[src/rtl/vbi_scan_pkg.sv]
package vbi_scan_pkg;

   typedef enum logic {
      RUN_ABOVE = 1'b0,
      RUN_BELOW = 1'b1
   } run_pol_e;

endpackage

[src/rtl/vbi_run_qual.sv]
module vbi_run_qual #(
   parameter int unsigned SMP_W = 10,
   parameter int unsigned WID_W = 4,
   parameter vbi_scan_pkg::run_pol_e POL = vbi_scan_pkg::RUN_ABOVE
) (
   input  logic             clk,
   input  logic             rst_n,
   input  logic             smp_valid,
   input  logic [SMP_W-1:0] smp_data,
   input  logic [SMP_W-1:0] thr,
   input  logic [WID_W-1:0] min_width,
   input  logic             enable,
   output logic             hit
);
   localparam logic [WID_W-1:0] RUN_MAX = {WID_W{1'b1}};

   logic [WID_W-1:0] run_len;
   logic [WID_W-1:0] need;
   logic             beyond;

   generate
      if (POL == vbi_scan_pkg::RUN_ABOVE) begin : g_above
         assign beyond = smp_data > thr;
      end else begin : g_below
         assign beyond = smp_data < thr;
      end
   endgenerate

   assign need = (min_width == '0) ? WID_W'(1) : min_width;
   assign hit  = smp_valid && enable && beyond &&
                 (({1'b0, run_len} + 1'b1) == {1'b0, need});

   always_ff @(posedge clk) begin
      if (!rst_n) begin
         run_len <= '0;
      end else if (smp_valid) begin
         if (enable && beyond) begin
            if (run_len != RUN_MAX) run_len <= run_len + 1'b1;
         end else begin
            run_len <= '0;
         end
      end
   end
endmodule

[src/rtl/vbi_field_tally.sv]
module vbi_field_tally #(
   parameter int unsigned CNT_W = 6
) (
   input  logic             clk,
   input  logic             rst_n,
   input  logic             hit,
   input  logic             field_done,
   output logic [CNT_W-1:0] live,
   output logic [CNT_W-1:0] latched
);
   localparam logic [CNT_W-1:0] CNT_MAX = {CNT_W{1'b1}};

   always_ff @(posedge clk) begin
      if (!rst_n) begin
         live    <= '0;
         latched <= '0;
      end else if (field_done) begin
         latched <= live;
         live    <= '0;
      end else if (hit && live != CNT_MAX) begin
         live <= live + 1'b1;
      end
   end
endmodule

[src/rtl/vbi_persist.sv]
module vbi_persist #(
   parameter int unsigned FLD_W = 3
) (
   input  logic             clk,
   input  logic             rst_n,
   input  logic             field_done,
   input  logic             qual,
   input  logic [FLD_W-1:0] fields,
   output logic             detected
);
   logic [FLD_W-1:0] streak;
   logic [FLD_W-1:0] need;
   logic             reached;

   assign need    = (fields == '0) ? FLD_W'(1) : fields;
   assign reached = ({1'b0, streak} + 1'b1) >= {1'b0, need};

   always_ff @(posedge clk) begin
      if (!rst_n) begin
         streak   <= '0;
         detected <= 1'b0;
      end else if (field_done) begin
         if (qual == detected) begin
            streak <= '0;
         end else if (reached) begin
            streak   <= '0;
            detected <= qual;
         end else begin
            streak <= streak + 1'b1;
         end
      end
   end
endmodule

[src/rtl/vbi_pulse_scan.sv]
module vbi_pulse_scan #(
   parameter int unsigned SMP_W  = 10,
   parameter int unsigned LINE_W = 10,
   parameter int unsigned POS_W  = 12,
   parameter int unsigned WID_W  = 4,
   parameter int unsigned CNT_W  = 6,
   parameter int unsigned FLD_W  = 3
) (
   input  logic              clk,
   input  logic              rst_n,
   input  logic              smp_valid,
   input  logic [SMP_W-1:0]  smp_data,
   input  logic [LINE_W-1:0] line_num,
   input  logic [POS_W-1:0]  line_pos,
   input  logic              field_done,
   input  logic [LINE_W-1:0] cfg_start_line,
   input  logic [LINE_W-1:0] cfg_stop_line,
   input  logic [SMP_W-1:0]  cfg_hi_thr,
   input  logic [SMP_W-1:0]  cfg_lo_thr,
   input  logic [WID_W-1:0]  cfg_min_width,
   input  logic [POS_W-1:0]  cfg_sync_guard,
   input  logic [CNT_W-1:0]  cfg_agc_min,
   input  logic [CNT_W-1:0]  cfg_psy_min,
   input  logic [FLD_W-1:0]  cfg_fields,
   output logic [CNT_W-1:0]  stat_agc,
   output logic [CNT_W-1:0]  stat_psy,
   output logic              stat_valid,
   output logic              detected
);
   generate
      if (SMP_W < 2)  begin : g_bad_smp  $error("SMP_W must be at least 2"); end
      if (LINE_W < 4) begin : g_bad_line $error("LINE_W must be at least 4"); end
      if (WID_W < 1)  begin : g_bad_wid  $error("WID_W must be at least 1"); end
      if (CNT_W < 2)  begin : g_bad_cnt  $error("CNT_W must be at least 2"); end
      if (FLD_W < 1)  begin : g_bad_fld  $error("FLD_W must be at least 1"); end
   endgenerate

   logic             in_window;
   logic             past_guard;
   logic             agc_hit;
   logic             psy_hit;
   logic [CNT_W-1:0] agc_live;
   logic [CNT_W-1:0] psy_live;
   logic             field_qual;

   assign in_window  = (cfg_stop_line >= cfg_start_line) &&
                       (line_num >= cfg_start_line) && (line_num <= cfg_stop_line);
   assign past_guard = line_pos >= cfg_sync_guard;

   vbi_run_qual #(.SMP_W(SMP_W), .WID_W(WID_W), .POL(vbi_scan_pkg::RUN_ABOVE)) u_agc_run (
      .clk(clk), .rst_n(rst_n), .smp_valid(smp_valid), .smp_data(smp_data),
      .thr(cfg_hi_thr), .min_width(cfg_min_width), .enable(in_window), .hit(agc_hit)
   );

   vbi_run_qual #(.SMP_W(SMP_W), .WID_W(WID_W), .POL(vbi_scan_pkg::RUN_BELOW)) u_psy_run (
      .clk(clk), .rst_n(rst_n), .smp_valid(smp_valid), .smp_data(smp_data),
      .thr(cfg_lo_thr), .min_width(cfg_min_width), .enable(in_window && past_guard),
      .hit(psy_hit)
   );

   vbi_field_tally #(.CNT_W(CNT_W)) u_agc_tally (
      .clk(clk), .rst_n(rst_n), .hit(agc_hit), .field_done(field_done),
      .live(agc_live), .latched(stat_agc)
   );

   vbi_field_tally #(.CNT_W(CNT_W)) u_psy_tally (
      .clk(clk), .rst_n(rst_n), .hit(psy_hit), .field_done(field_done),
      .live(psy_live), .latched(stat_psy)
   );

   assign field_qual = (agc_live >= cfg_agc_min) && (psy_live >= cfg_psy_min);

   vbi_persist #(.FLD_W(FLD_W)) u_persist (
      .clk(clk), .rst_n(rst_n), .field_done(field_done), .qual(field_qual),
      .fields(cfg_fields), .detected(detected)
   );

   always_ff @(posedge clk) begin
      if (!rst_n) stat_valid <= 1'b0;
      else        stat_valid <= field_done;
   end
endmodule

[config.mk]
export PLATFORM = sky130hd
export DESIGN_NAME = vbi_pulse_scan
export DESIGN_NICKNAME = d
export VERILOG_FILES = /design/src/rtl/vbi_scan_pkg.sv /design/src/rtl/vbi_run_qual.sv /design/src/rtl/vbi_field_tally.sv /design/src/rtl/vbi_persist.sv /design/src/rtl/vbi_pulse_scan.sv
export SDC_FILE = /design/constraint.sdc
export NUM_CORES = 1
export LEC_CHECK = 0
export ABC_CLOCK_PERIOD_IN_PS = 6300
export BUFFER_PORTS_ARGS = -buffer_cell sky130_fd_sc_hd__buf_4
export CAP_MARGIN = 20
export CORE_MARGIN = 1
export CORE_UTILIZATION = 56
export CTS_CLUSTER_SIZE = 30
export DETAILED_ROUTE_END_ITERATION = 10
export PLACE_DENSITY = 0.87
export SYNTH_ARGS = -nofsm -noshare
export SYNTH_HDL_FRONTEND = slang
export SYNTH_SLANG_ARGS = --single-unit
[constraint.sdc]
create_clock -name clk -period 6.3 [get_ports clk]
set_input_delay 0.315 -clock clk [delete_from_list [all_inputs] [get_ports clk]]
set_output_delay 0.315 -clock clk [all_outputs]
set_load 0.005 [all_outputs]
# Word level (Yosys, flattened, before mapping)
# Index checks and enable logic that the tools add are counted.
[totals]
ff_bits = 37
out_inout_bits = 14
in_bits = 107
[classes]
order_cmp = 9
add_sub_neg = 8
n_bitwise = 2
eq_ne = 9
muxes = 8
reduce_logical = 20
[op_table]
columns = ["op", "n"]
rows = [
  ["10-bit greater-or-equal comparator", 2],
  ["4-bit 2-to-1 mux", 5],
  ["1-bit logical AND", 14],
  ["6-bit by 1-bit adder with 6-bit output, second input constant", 2],
  ["12-bit greater-or-equal comparator", 1],
  ["6-bit greater-or-equal comparator", 2],
  ["6-bit inequality test, second input constant", 2],
  ["4-bit by 1-bit adder with 5-bit output, second input constant", 2],
  ["5-bit by 4-bit equality test with 1-bit output", 2],
  ["10-bit greater-than comparator", 1],
  ["10-bit less-or-equal comparator", 1],
  ["10-bit less-than comparator", 1],
  ["3-bit 2-to-1 mux", 3],
  ["4-bit by 1-bit adder with 4-bit output, second input constant", 2],
  ["4-bit inequality test, second input constant", 2],
  ["3-bit by 1-bit adder with 4-bit output, second input constant", 1],
  ["4-bit by 3-bit greater-or-equal comparator with 1-bit output", 1],
  ["4-bit zero test", 1],
  ["2-bit inequality test, second input constant", 2],
  ["2-bit AND reduction", 2],
  ["3-bit by 1-bit adder with 3-bit output, second input constant", 1],
  ["3-bit zero test", 1],
  ["3-bit AND reduction", 1],
  ["1-bit NOT", 2],
  ["other kinds (2)", 2],
]

# Logic depth before layout (Yosys ltp)
# Gate-level depths: netlist of run 1.
[logic_depth]
depth_word = 8
mapped_depth = 11

# Cells and area by module
# A second synthesis of run 1 with hierarchy kept.
[hier_totals]
hier_cells = 473
hier_area_um2 = 3928.8
[by_module_without_submodules]
columns = ["module", "n_inst", "cells_per_inst", "area_each_um2"]
rows = [
  ["vbi_pulse_scan", 1, 171, 1345.0],
  ["vbi_field_tally", 2, 54, 538.0],
  ["vbi_run_qual (u_agc_run)", 1, 85, 634.4],
  ["vbi_run_qual (u_psy_run)", 1, 79, 593.1],
  ["vbi_persist", 1, 30, 280.3],
]

# Worst setup path after synthesis of run 1
# OpenSTA, ideal clock, no wires.
[synth_path]
path_kind = "input to register"
startpoint = "in cfg_stop_line[5]"
endpoint = "reg u_psy_tally.live[4]"
path_stages = 10
setup_slack_ps = 3642
arrival_time_ps = 2587
t_required_ps = 6229
setup_ps = 71
path_buffers = 1
path_cell_list = "inv_1 ha_1 a21oi_1 o21ai_1 a2111oi_4 o2bb2ai_2 or4_1 clkbuf_1 or4_1 a21oi_1"
[synth_via]
elab_chain_len = 8
word_cells_on_any_way = 9
[synth_lines]
columns = ["item", "line", "rtl"]
rows = [
  ["start: declaration", "vbi_pulse_scan.sv:17", "input logic [LINE_W-1:0] cfg_stop_line,"],
  ["10-bit greater-or-equal comparator", "vbi_pulse_scan.sv:46", "assign in_window = (cfg_stop_line >= cfg_start_line) &&"],
  ["1-bit logical AND", "vbi_pulse_scan.sv:46", ""],
  ["1-bit logical AND *", "vbi_pulse_scan.sv:47", "(line_num >= cfg_start_line) && (line_num <= cfg_stop_line);"],
  ["1-bit logical AND *", "vbi_pulse_scan.sv:57", ".thr(cfg_lo_thr), .min_width(cfg_min_width), .enable(in_window && past_guard),"],
  ["1-bit logical AND * (3 in series)", "vbi_run_qual.sv:30", "assign hit = smp_valid && enable && beyond &&"],
  ["1-bit logical AND *", "vbi_field_tally.sv:20", "end else if (hit && live != CNT_MAX) begin"],
  ["end signal: assignment", "vbi_field_tally.sv:21", "live <= live + 1'b1;"],
  ["end: declaration", "vbi_field_tally.sv:8", "output logic [CNT_W-1:0] live,"],
]
# Every way passes the cells marked *; elsewhere a longest branch is shown, timed or not.
# A chain may end at the register's enable or synchronous reset.

# Worst setup path after layout of run 1
[layout_path]
startpoint = "in line_num[3]"
endpoint = "reg u_psy_tally.live[3]"
[layout_via]
elab_chain_len = 8
word_cells_on_any_way = 9
[layout_lines]
columns = ["item", "line", "rtl"]
rows = [
  ["start: declaration", "vbi_pulse_scan.sv:13", "input logic [LINE_W-1:0] line_num,"],
  ["10-bit greater-or-equal comparator", "vbi_pulse_scan.sv:47", ""],
  ["1-bit logical AND", "vbi_pulse_scan.sv:46", ""],
  ["1-bit logical AND *", "vbi_pulse_scan.sv:47", ""],
  ["1-bit logical AND *", "vbi_pulse_scan.sv:57", ""],
  ["1-bit logical AND * (3 in series)", "vbi_run_qual.sv:30", ""],
  ["1-bit logical AND *", "vbi_field_tally.sv:20", ""],
]
# Marked as above.

==> results of run 1 <==
==> critical path: stages <==
cell and delay, ns:
buf_4 0.12, ha_1 0.30, a21oi_1 0.15, o21ai_1 0.11, a2111oi_4 0.36, o2bb2ai_2 0.16
or4_1 0.78, or4_1 0.58, a21oi_1 0.16
==> logic make-up after synthesis <==
| kind of cell | Yosys count | synth area share (%) |
|---|---|---|
| XOR/XNOR | 15 | 4.333 |
| buffers and inverters | 82 | 8.328 |
| AO/OA/AOI/OAI | 98 | 18.48 |
| adder cells (fa/ha/maj) | 81 | 27.42 |
| flip-flops | 37 | 20.04 |
| AND/OR/NAND/NOR | 123 | 17.87 |
| multiplexers | 13 | 3.521 |
==> metrics by stage <==
step / worst slack (ns) / hold slack (ns) / std cells
4_1_cts: 3.515 / 0.2928 / 645
3_5_place_dp: 3.205 / 0.5017 / 637
3_3_place_gp: 3.280 / 0.4796 / 637
5_1_grt: 3.375 / 0.3162 / 645
2_1_floorplan: 3.642 / 0.4681 / 449
6_report: 3.494 / 0.3113 / 645
==> state kept, by name (all words and copies together), names as in the netlist <==
name / cells
u_psy_tally.latched: 6
stat_valid: 1
u_agc_tally.live: 6
u_agc_tally.latched: 6
u_persist.detected: 1
u_psy_tally.live: 6
u_persist.streak: 3
u_agc_run.run_len: 4
u_psy_run.run_len: 4
==> report_power, final <==
group,internal [mW],leakage [nW],switching (mW)
logic,0.0941,2.14,0.0828
registers,0.234,0.298,0.000460
clock network,0.159,0.0687,0.0908
==> metal layers <==
| layer | vias up | global-route usage, % | part of all wire (%) |
|---|---|---|---|
| li1 | 1836 | - | - |
| met1 | 1594 | 31.99 | 46 |
| met2 | 107 | 44.11 | 48 |
| met3 | 13 | 4.672 | 5.3 |
| met4 | 0 | 6.113 | 1.2 |
| met5 | - | 0 | 0 |
==> final timing paths <==
path | startpoint | to | slack [ns] | depth (start not counted)
setup / recovery | line_num[3] | u_psy_tally.live[3]$_SDFFE_PP0P_ | 3.49 | 9
hold / removal | smp_valid | u_agc_run.run_len[2]$_SDFFE_PN0P_ | 0.31 | 2
hold reg to reg | u_persist.streak[1]$_SDFFE_PN0P_ | u_persist.streak[1]$_SDFFE_PN0P_ | 0.51 | 1
setup reg to reg | u_agc_run.run_len[0]$_SDFFE_PN0P_ | u_agc_tally.live[1]$_SDFFE_PP0P_ | 3.56 | 8
==> cell usage after synthesis (2+ instances only) <==
master | instances | area [sq um]
nand3_1 | 15 | 75.07
a32o_1 | 2 | 20.02
or4_1 | 6 | 45.04
nand2_1 | 25 | 93.84
dfxtp_1 | 37 | 740.7
clkbuf_1 | 8 | 30.03
nand2b_1 | 8 | 50.05
o31ai_1 | 8 | 60.06
xor2_1 | 5 | 43.79
and4_1 | 2 | 17.52
a31oi_1 | 2 | 12.51
nor4_1 | 4 | 25.02
a41o_1 | 2 | 20.02
mux2i_1 | 13 | 130.1
o21ai_0 | 15 | 75.07
and3_1 | 3 | 18.77
or3_1 | 3 | 18.77
o211ai_1 | 3 | 22.52
a2111oi_0 | 4 | 35.03
a21boi_0 | 4 | 30.03
inv_1 | 73 | 274.0
nor2_1 | 17 | 63.81
o21a_1 | 4 | 30.03
xnor2_1 | 8 | 70.07
nand4_1 | 11 | 68.82
nor3_1 | 6 | 30.03
ha_1 | 81 | 1013
nor2b_1 | 15 | 93.84
and2_1 | 4 | 25.02
a21o_1 | 6 | 45.04
a211oi_1 | 4 | 30.03
a41oi_1 | 2 | 17.52
a31o_2 | 3 | 26.28
a21oi_1 | 28 | 140.1
==> area by class of cell <==
cell class | instances | area, sq um
Timing Repair Buffer | 120 | 900.9
Inverter | 73 | 274.0
Clock buffer | 5 | 68.82
Fill cell | 485 | 1553
Multi-Input combinational cell | 330 | 2648
Sequential cell | 37 | 740.7
Tap cell | 77 | 96.34
Clock inverter | 3 | 68.82
==> impl_metrics.tcl, run 1 <==
set metrics [dict create \
    status "completed" \
    cts_made_buffers 5 \
    drive_above_1_share_pct 23.77 \
    root_buffer "clkbuf_8" \
    post_cts_buffers 0 \
    synth.distinct_cells 52 \
    ant_nets 0 \
    cp.required_ns 6.53 \
    htree_levels 2 \
    postPlaceCellArea_sq_um 4659 \
    ios 121 \
    fin_skew_ns 0.001807 \
    worstSetupStartpointType "input port" \
    grtUsageTotal_pct 25.26 \
    cp_max_fo 16 \
    worst_pin_slew_ns 0.8828 \
    syn-instance-count 449 \
    cellPowerDensity_nw_per_um2 137.9 \
    design_area_sq_um 4797 \
    power_mw 0.6616 \
    area_growth_pct 29.79 \
    wl_per_cell_microns 13.90 \
    wl_microns 8963 \
    layout_common_cells "buf_4, ha_1, inv_1" \
    vias 3550 \
    report.final.slew_viol_count 0 \
    initial_core_util_pct 58.21 \
    die_y_microns 83.24 \
    drt_iter0_markers 177 \
    layout_commonest_cell "buf_4" \
    std_cell_rows 29 \
    rsz0062_at_grt "false" \
    cp.arrival_ns 3.03 \
    io_buffers 120 \
    synth_ff_type "dfxtp_1" \
    synthesis.area_sq_um 3696 \
    antenna_found_initial 0 \
    ys_seq_area_share_pct 20.04 \
    slew_headroom_pct 40.61 \
    insertion_delay_ns 0.30 \
    synth_edf_count 0 \
    ctsResizeCount 0 \
    cap_violations 0 \
    die-area_sq_um 6929 \
    cts_tree "done" \
    syn_nets 637 \
    grt_max_degree 29 \
    hold_viol_final 0 \
    avgViaCountPerCell 5.504 \
    setup_viol 0 \
    grt_pass1_wl_microns 14660 \
    clkTransAtPathRegs_ns 0.07 \
    n_antenna_cell 0 \
    worst-setup-path-type "input port to register" \
    die_x_microns 83.24 \
    routabilityCongestion 0.8545 \
    ir_worst_vdd_mv 0.1540 \
    period_needed_ns 2.806 \
    period_share_pct 44.54 \
    nets 755 \
    hold_class "input port to register" \
    syn_area_per_cell_sq_um 8.232 \
    tns_ns 0 \
    first_pass_iters 4 \
    hpwl_microns 7404 \
    drc_errors 0 \
    p_leak_nw 2.505 \
    hold_buffers 0 \
    finalCoreUtilization_pct 75.55 \
    core_area_sq_um 6350 \
    ys_ff_latch 37 \
    fmax_mhz 356.4 \
    cts_buffer_depth 2 \
    async_flop_share_pct 0 \
    endpoint_kind "register" \
    grt_pass1_vias 3409 \
    yosys_warnings 0 \
    overflow 0 \
    clock-sinks 37 \
]
Power figures use the tool's default switching activity.
==> inputs of run 2 (changes only) <==
- ABC_CLOCK_PERIOD_IN_PS: 6300 -> 2450
- CORE_UTILIZATION: 56 -> 47
- PLACE_DENSITY: 0.87 -> 0.78
- clock period: 6.3 -> 2.45 ns (I/O delays scaled with it)
==> run 2 against run 1 <==
Global-route usage is 3.2 points lower. Design area is 5.8% higher. Via count is 3.8% higher. Sequential power grew to 2.6 times the previous value. Highest routed layer unchanged.
==> impl_metrics.tcl, run 2 (synthesis gave the netlist of run 1 again) <==
set metrics [dict create \
    period_share_pct 98.42 \
    area_growth_pct 37.27 \
    io_buffers 120 \
    rsz0062_at_grt "true" \
    cts_buffer_depth 2 \
    drc_errors 0 \
    cts_tree "done" \
    setup_viol 0 \
    p_int_mw 1.098 \
    clock-sinks 37 \
    reg2reg_depth 9 \
    cp.arrival_ns 2.58 \
    ant_nets 0 \
    cap_violations 0 \
    routabilityCongestion 0.9163 \
    reg2reg_from "u_agc_run.run_len[0]$_SDFFE_PN0P_" \
    htree_levels 2 \
    power_mw 1.521 \
    hp-start "smp_valid" \
    slowest_delay_ns 0.51 \
    antenna_found_initial 0 \
    p_clk_share_pct 28.2 \
    p_leak_nw 2.664 \
    die_y_microns 90.68 \
    fin_skew_ns 0.006623 \
    root_buffer "clkbuf_8" \
    drt_iter0_markers 112 \
    clkTransAtPathRegs_ns 0.07 \
    worstSetupStartpointType "register" \
    p_comb_share_pct 32.2 \
    endpoint_kind "register" \
    std_cell_rows 31 \
    die-area_sq_um 8223 \
    seqCellArea_sq_um 743.2 \
    wl_per_cell_microns 13.38 \
    worst_pin_slew_ns 0.3741 \
    multi_input_area_sq_um 2675 \
    cts_made_buffers 5 \
    report.final.slew_viol_count 0 \
    r2r-end "u_agc_tally.live[1]$_SDFFE_PP0P_" \
    layout_commonest_cell "buf_4" \
    fillers 611 \
    grt_pass1_vias 3434 \
    ios 121 \
    hold_class "input port to register" \
    grt_max_degree 29 \
    cp.required_ns 2.62 \
    cp_max_fo 6 \
    worst-setup-path-type "register to register" \
    p_switching_mw 0.4235 \
    cp_num_buf_inv 1 \
    ff2ff_setup_slack_ns 0.04 \
    cellPowerDensity_nw_per_um2 299.9 \
    insertion_delay_ns 0.29 \
    fmax_mhz 414.7 \
    ir_worst_vdd_mv 0.4011 \
    layout_setup_ws_ns 0.03860 \
    wl_microns 9390 \
    drive_above_1_share_pct 29.52 \
    period_needed_ns 2.411 \
    initial_core_util_pct 49.89 \
    p_seq_share_pct 39.6 \
    critPathTopFamily "simple AND/OR/NAND/NOR gates" \
    status "completed" \
    die_x_microns 90.68 \
    path_cells "ha_2 -> xor3_1 -> a311oi_2 -> nand4_1 -> or4_4 -> nor3_2 -> buf_4 -> mux2i_2 -> nor2_1" \
    first_pass_iters 4 \
    grtUsageTotal_pct 22.04 \
    avgViaCountPerCell 5.251 \
    overflow 0 \
    dp_worst_setup_slack_ns -0.2737 \
    hold_path_end "u_agc_run.run_len[2]$_SDFFE_PN0P_" \
    layout_common_cells "buf_4, ha_1, inv_1" \
    grt_pass1_wl_microns 15080 \
    slew_headroom_pct 74.42 \
    nets 791 \
    p_sw_share_pct 27.84 \
    critPathSlowestCell "or4_4" \
    n_antenna_cell 0 \
    core_area_sq_um 7408 \
    hold_viol_final 0 \
    vias 3686 \
    hold_ws_ns 0.1335 \
    hold-path-cell-count 2 \
    hold_buffers 0 \
    hpwl_microns 7737 \
]
run 2: cell types whose count changed in the layout (fill, tap and decap cells not counted), moves of 2 or more:
cell	previous run	this run
buf_4	120	156
or4_1	6	3
or4_4	0	3
bufinv_16	2	0
dfxtp_1	37	35
dfxtp_2	0	2
run 2: routing by layer:
layer | up-vias | share of wire, % | GRT usage (%)
li1 | 1904 | - | -
met1 | 1669 | 46 | 28.54
met2 | 99 | 48 | 37.44
met3 | 14 | 4.7 | 3.872
met4 | 0 | 1.2 | 5.780
met5 | - | 0 | 0
run 2: area by class of cell:
type                       count  share of cell area [%]
multi-input combinational    330                   52.73
clock buffer                   7                   1.702
tap                           99                   2.441
sequential                    37                   14.65
timing repair buffer         156                   23.08
inverter                      73                   5.401
run 2: worst max path at each step:
stage          depth (start not counted)                                to                              start
2_1_floorplan                         10  u_psy_tally.live[4]$_SDFFE_PP0P_                   cfg_stop_line[5]
3_3_place_gp                          10  u_psy_tally.live[0]$_SDFFE_PP0P_                        line_num[5]
3_5_place_dp                           9  u_psy_tally.live[3]$_SDFFE_PP0P_                        line_num[5]
4_1_cts                                9  u_psy_tally.live[4]$_SDFFE_PP0P_                        line_num[5]
5_1_grt                                9  u_agc_tally.live[1]$_SDFFE_PP0P_  u_agc_run.run_len[0]$_SDFFE_PN0P_
6_report                               9  u_agc_tally.live[1]$_SDFFE_PP0P_  u_agc_run.run_len[0]$_SDFFE_PN0P_
run 2: worst register-to-register path, stage by stage (launching register included):
cell and delay [ns]:
dfxtp_2 0.33, ha_2 0.18, xor3_1 0.25, a311oi_2 0.32
nand4_1 0.13, or4_4 0.51, nor3_2 0.12, buf_4 0.18
mux2i_2 0.22, nor2_1 0.05
run 2: repair_timing:
item,in CTS,in global routing
setup buffers,0,2
pin swaps,0,5
gates resized for setup,1,8
setup endpoints to repair,1,12
run 2: stage by stage:
stage	utilization, %	TNS (ns)	cell area, sq um	cells
after global routing	68.49	-0.1927	5074	702
after global placement	66.71	-1.078	4942	693
final	68.49	0	5074	702
after floorplan	-	0	3696	449
after CTS	67.93	0	5032	700
after detailed placement	66.71	-1.512	4942	693
run 2: power by group through the flow:
stage          clock (mW)  sequential, mW  combinational [mW]
4_1_cts             0.434           0.603               0.488
3_3_place_gp            0           0.617               0.466
5_1_grt             0.462           0.603               0.553
6_report            0.428           0.603               0.490
2_1_floorplan           0           0.617               0.243
3_5_place_dp            0           0.617               0.484
==> inputs of run 3 (changes only) <==
- ABC_CLOCK_PERIOD_IN_PS: 2450 -> 2000
- clock period: 2.45 -> 2 ns (I/O delays scaled with it)
==> run 3 against run 2 <==
Largest power group is now combinational cells. Flip-flop and latch count unchanged. Power rose by 41%. Global-route usage increased by 3.0 points. The run now ends with negative setup slack left. Die area unchanged. Critical path type unchanged. Register-to-register slack worse by 0.40 ns.
==> impl_metrics.tcl, run 3 (synthesis gave the netlist of run 1 again) <==
set metrics [dict create \
    ir_worst_vdd_mv 0.3764 \
    period_share_pct 117.8 \
    drt_iter0_markers 210 \
    root_buffer "clkbuf_8" \
    core_area_sq_um 7408 \
    fin_skew_ns 0.007447 \
    ios 121 \
    wl_per_cell_microns 14.32 \
    slew_headroom_pct 72.52 \
    routabilityCongestion 0.8509 \
    worstSetupStartpointType "register" \
    cts_made_buffers 5 \
    report.final.slew_viol_count 0 \
    drive_above_1_share_pct 42.12 \
    cp.required_ns 2.17 \
    cts_buffer_depth 2 \
    initial_core_util_pct 49.89 \
    power_mw 2.147 \
    grt_pass1_vias 4081 \
    period_needed_ns 2.357 \
    dp_worst_setup_slack_ns -0.5277 \
    cp_max_fo 6 \
    vias 3980 \
    n_antenna_cell 0 \
    finalCoreUtilization_pct 79.29 \
    worst_pin_slew_ns 0.4017 \
    die-area_sq_um 8223 \
    first_pass_iters 4 \
    antenna_found_initial 0 \
    layout_common_cells "buf_4, ha_1, inv_1" \
    cp.arrival_ns 2.52 \
    overflow 0 \
    endpoint_kind "register" \
    worst-setup-path-type "register to register" \
    setup_viol 12 \
    cellPowerDensity_nw_per_um2 365.4 \
    insertion_delay_ns 0.29 \
    design_area_sq_um 5874 \
    dp_cells 715 \
    drc_errors 0 \
    grtUsageTotal_pct 25.00 \
    rsz0062_at_grt "true" \
    hold_class "input port to register" \
    clock-sinks 37 \
    layout_setup_ws_ns -0.3570 \
    status "complete, but fails checks" \
    violations "negative setup slack" \
    wl_microns 10600 \
    avgViaCountPerCell 5.378 \
    p_leak_nw 2.968 \
    grt_pass1_wl_microns 17160 \
    postPlaceCellArea_sq_um 5301 \
    die_y_microns 90.68 \
    nets 828 \
    layout_commonest_cell "buf_4" \
    tns_ns -2.729 \
    fmax_mhz 424.3 \
    io_buffers 120 \
    die_x_microns 90.68 \
    multi_input_area_sq_um 3072 \
    htree_levels 2 \
    hold_ws_ns 0.09885 \
    hold_viol_final 0 \
    instances_no_fill 740 \
    seqCellArea_sq_um 753.2 \
    area_growth_pct 58.94 \
    std_cell_rows 31 \
    cap_violations 0 \
    hpwl_microns 8199 \
    clkTransAtPathRegs_ns 0.08 \
    grt_max_degree 29 \
    ant_nets 0 \
    cts_tree "done" \
    fillers 481 \
]
run 3: cell types whose count changed in the layout (fill, tap and decap cells not counted), sizes merged:
cell	delta
buf	+37
clkbuf	-2
bufinv	+1
clkinv	+1
inv	+1
run 3: final timing paths:
kind                                startpoint                                 to  slack, ns  cells past startpoint
max reg2reg  u_agc_run.run_len[2]$_SDFFE_PN0P_   u_agc_tally.live[5]$_SDFFE_PP0P_      -0.36                      7
min                                  smp_valid  u_agc_run.run_len[2]$_SDFFE_PN0P_        0.1                      2
max          u_agc_run.run_len[2]$_SDFFE_PN0P_   u_agc_tally.live[5]$_SDFFE_PP0P_      -0.36                      7
min reg2reg    u_persist.detected$_SDFFE_PN0P_    u_persist.detected$_SDFFE_PN0P_       0.52                      2
run 3: final cells by class:
| cell class | instances | area share [%] |
|---|---|---|
| multi-input cells | 330 | 52.29 |
| repair buffers | 193 | 25.81 |
| flip-flops and latches | 37 | 12.82 |
| inverters | 73 | 5.048 |
| well taps | 99 | 2.109 |
| clock buffers | 5 | 1.171 |
| clock inverters | 3 | 0.7455 |
run 3: layer usage:
| layer | vias up | wire length [microns] | GRT usage, % |
|---|---|---|---|
| met3 | 27 | 449 | 3.620 |
| met2 | 124 | 5704 | 48.36 |
| li1 | 1991 | - | - |
| met1 | 1838 | 4183 | 27.26 |
| met4 | 0 | 259 | 8.737 |
| met5 | - | 0 | 0 |
run 3: report_power, final:
group          total [mW]  switching (mW)  internal, mW
Combinational       0.740           0.334         0.406
Clock               0.669           0.295         0.374
Sequential          0.737         0.00108         0.736
run 3: critical path, cell delays in order (launching register included):
cell and delay, ns:
dfxtp_2 0.33, xor3_1 0.43, a311oi_2 0.20, nand4_1 0.16, or4_4 0.48, nor3_4 0.33
a31o_2 0.23, a21oi_1 0.06
run 3: what timing repair did:
item	CTS	global route
endpoints found under the hold margin	0	0
buffers inserted	12	6
gates resized for setup	48	21
gates cloned	0	0
pin swaps	27	12
setup endpoints to repair	18	21
hold buffers	0	0
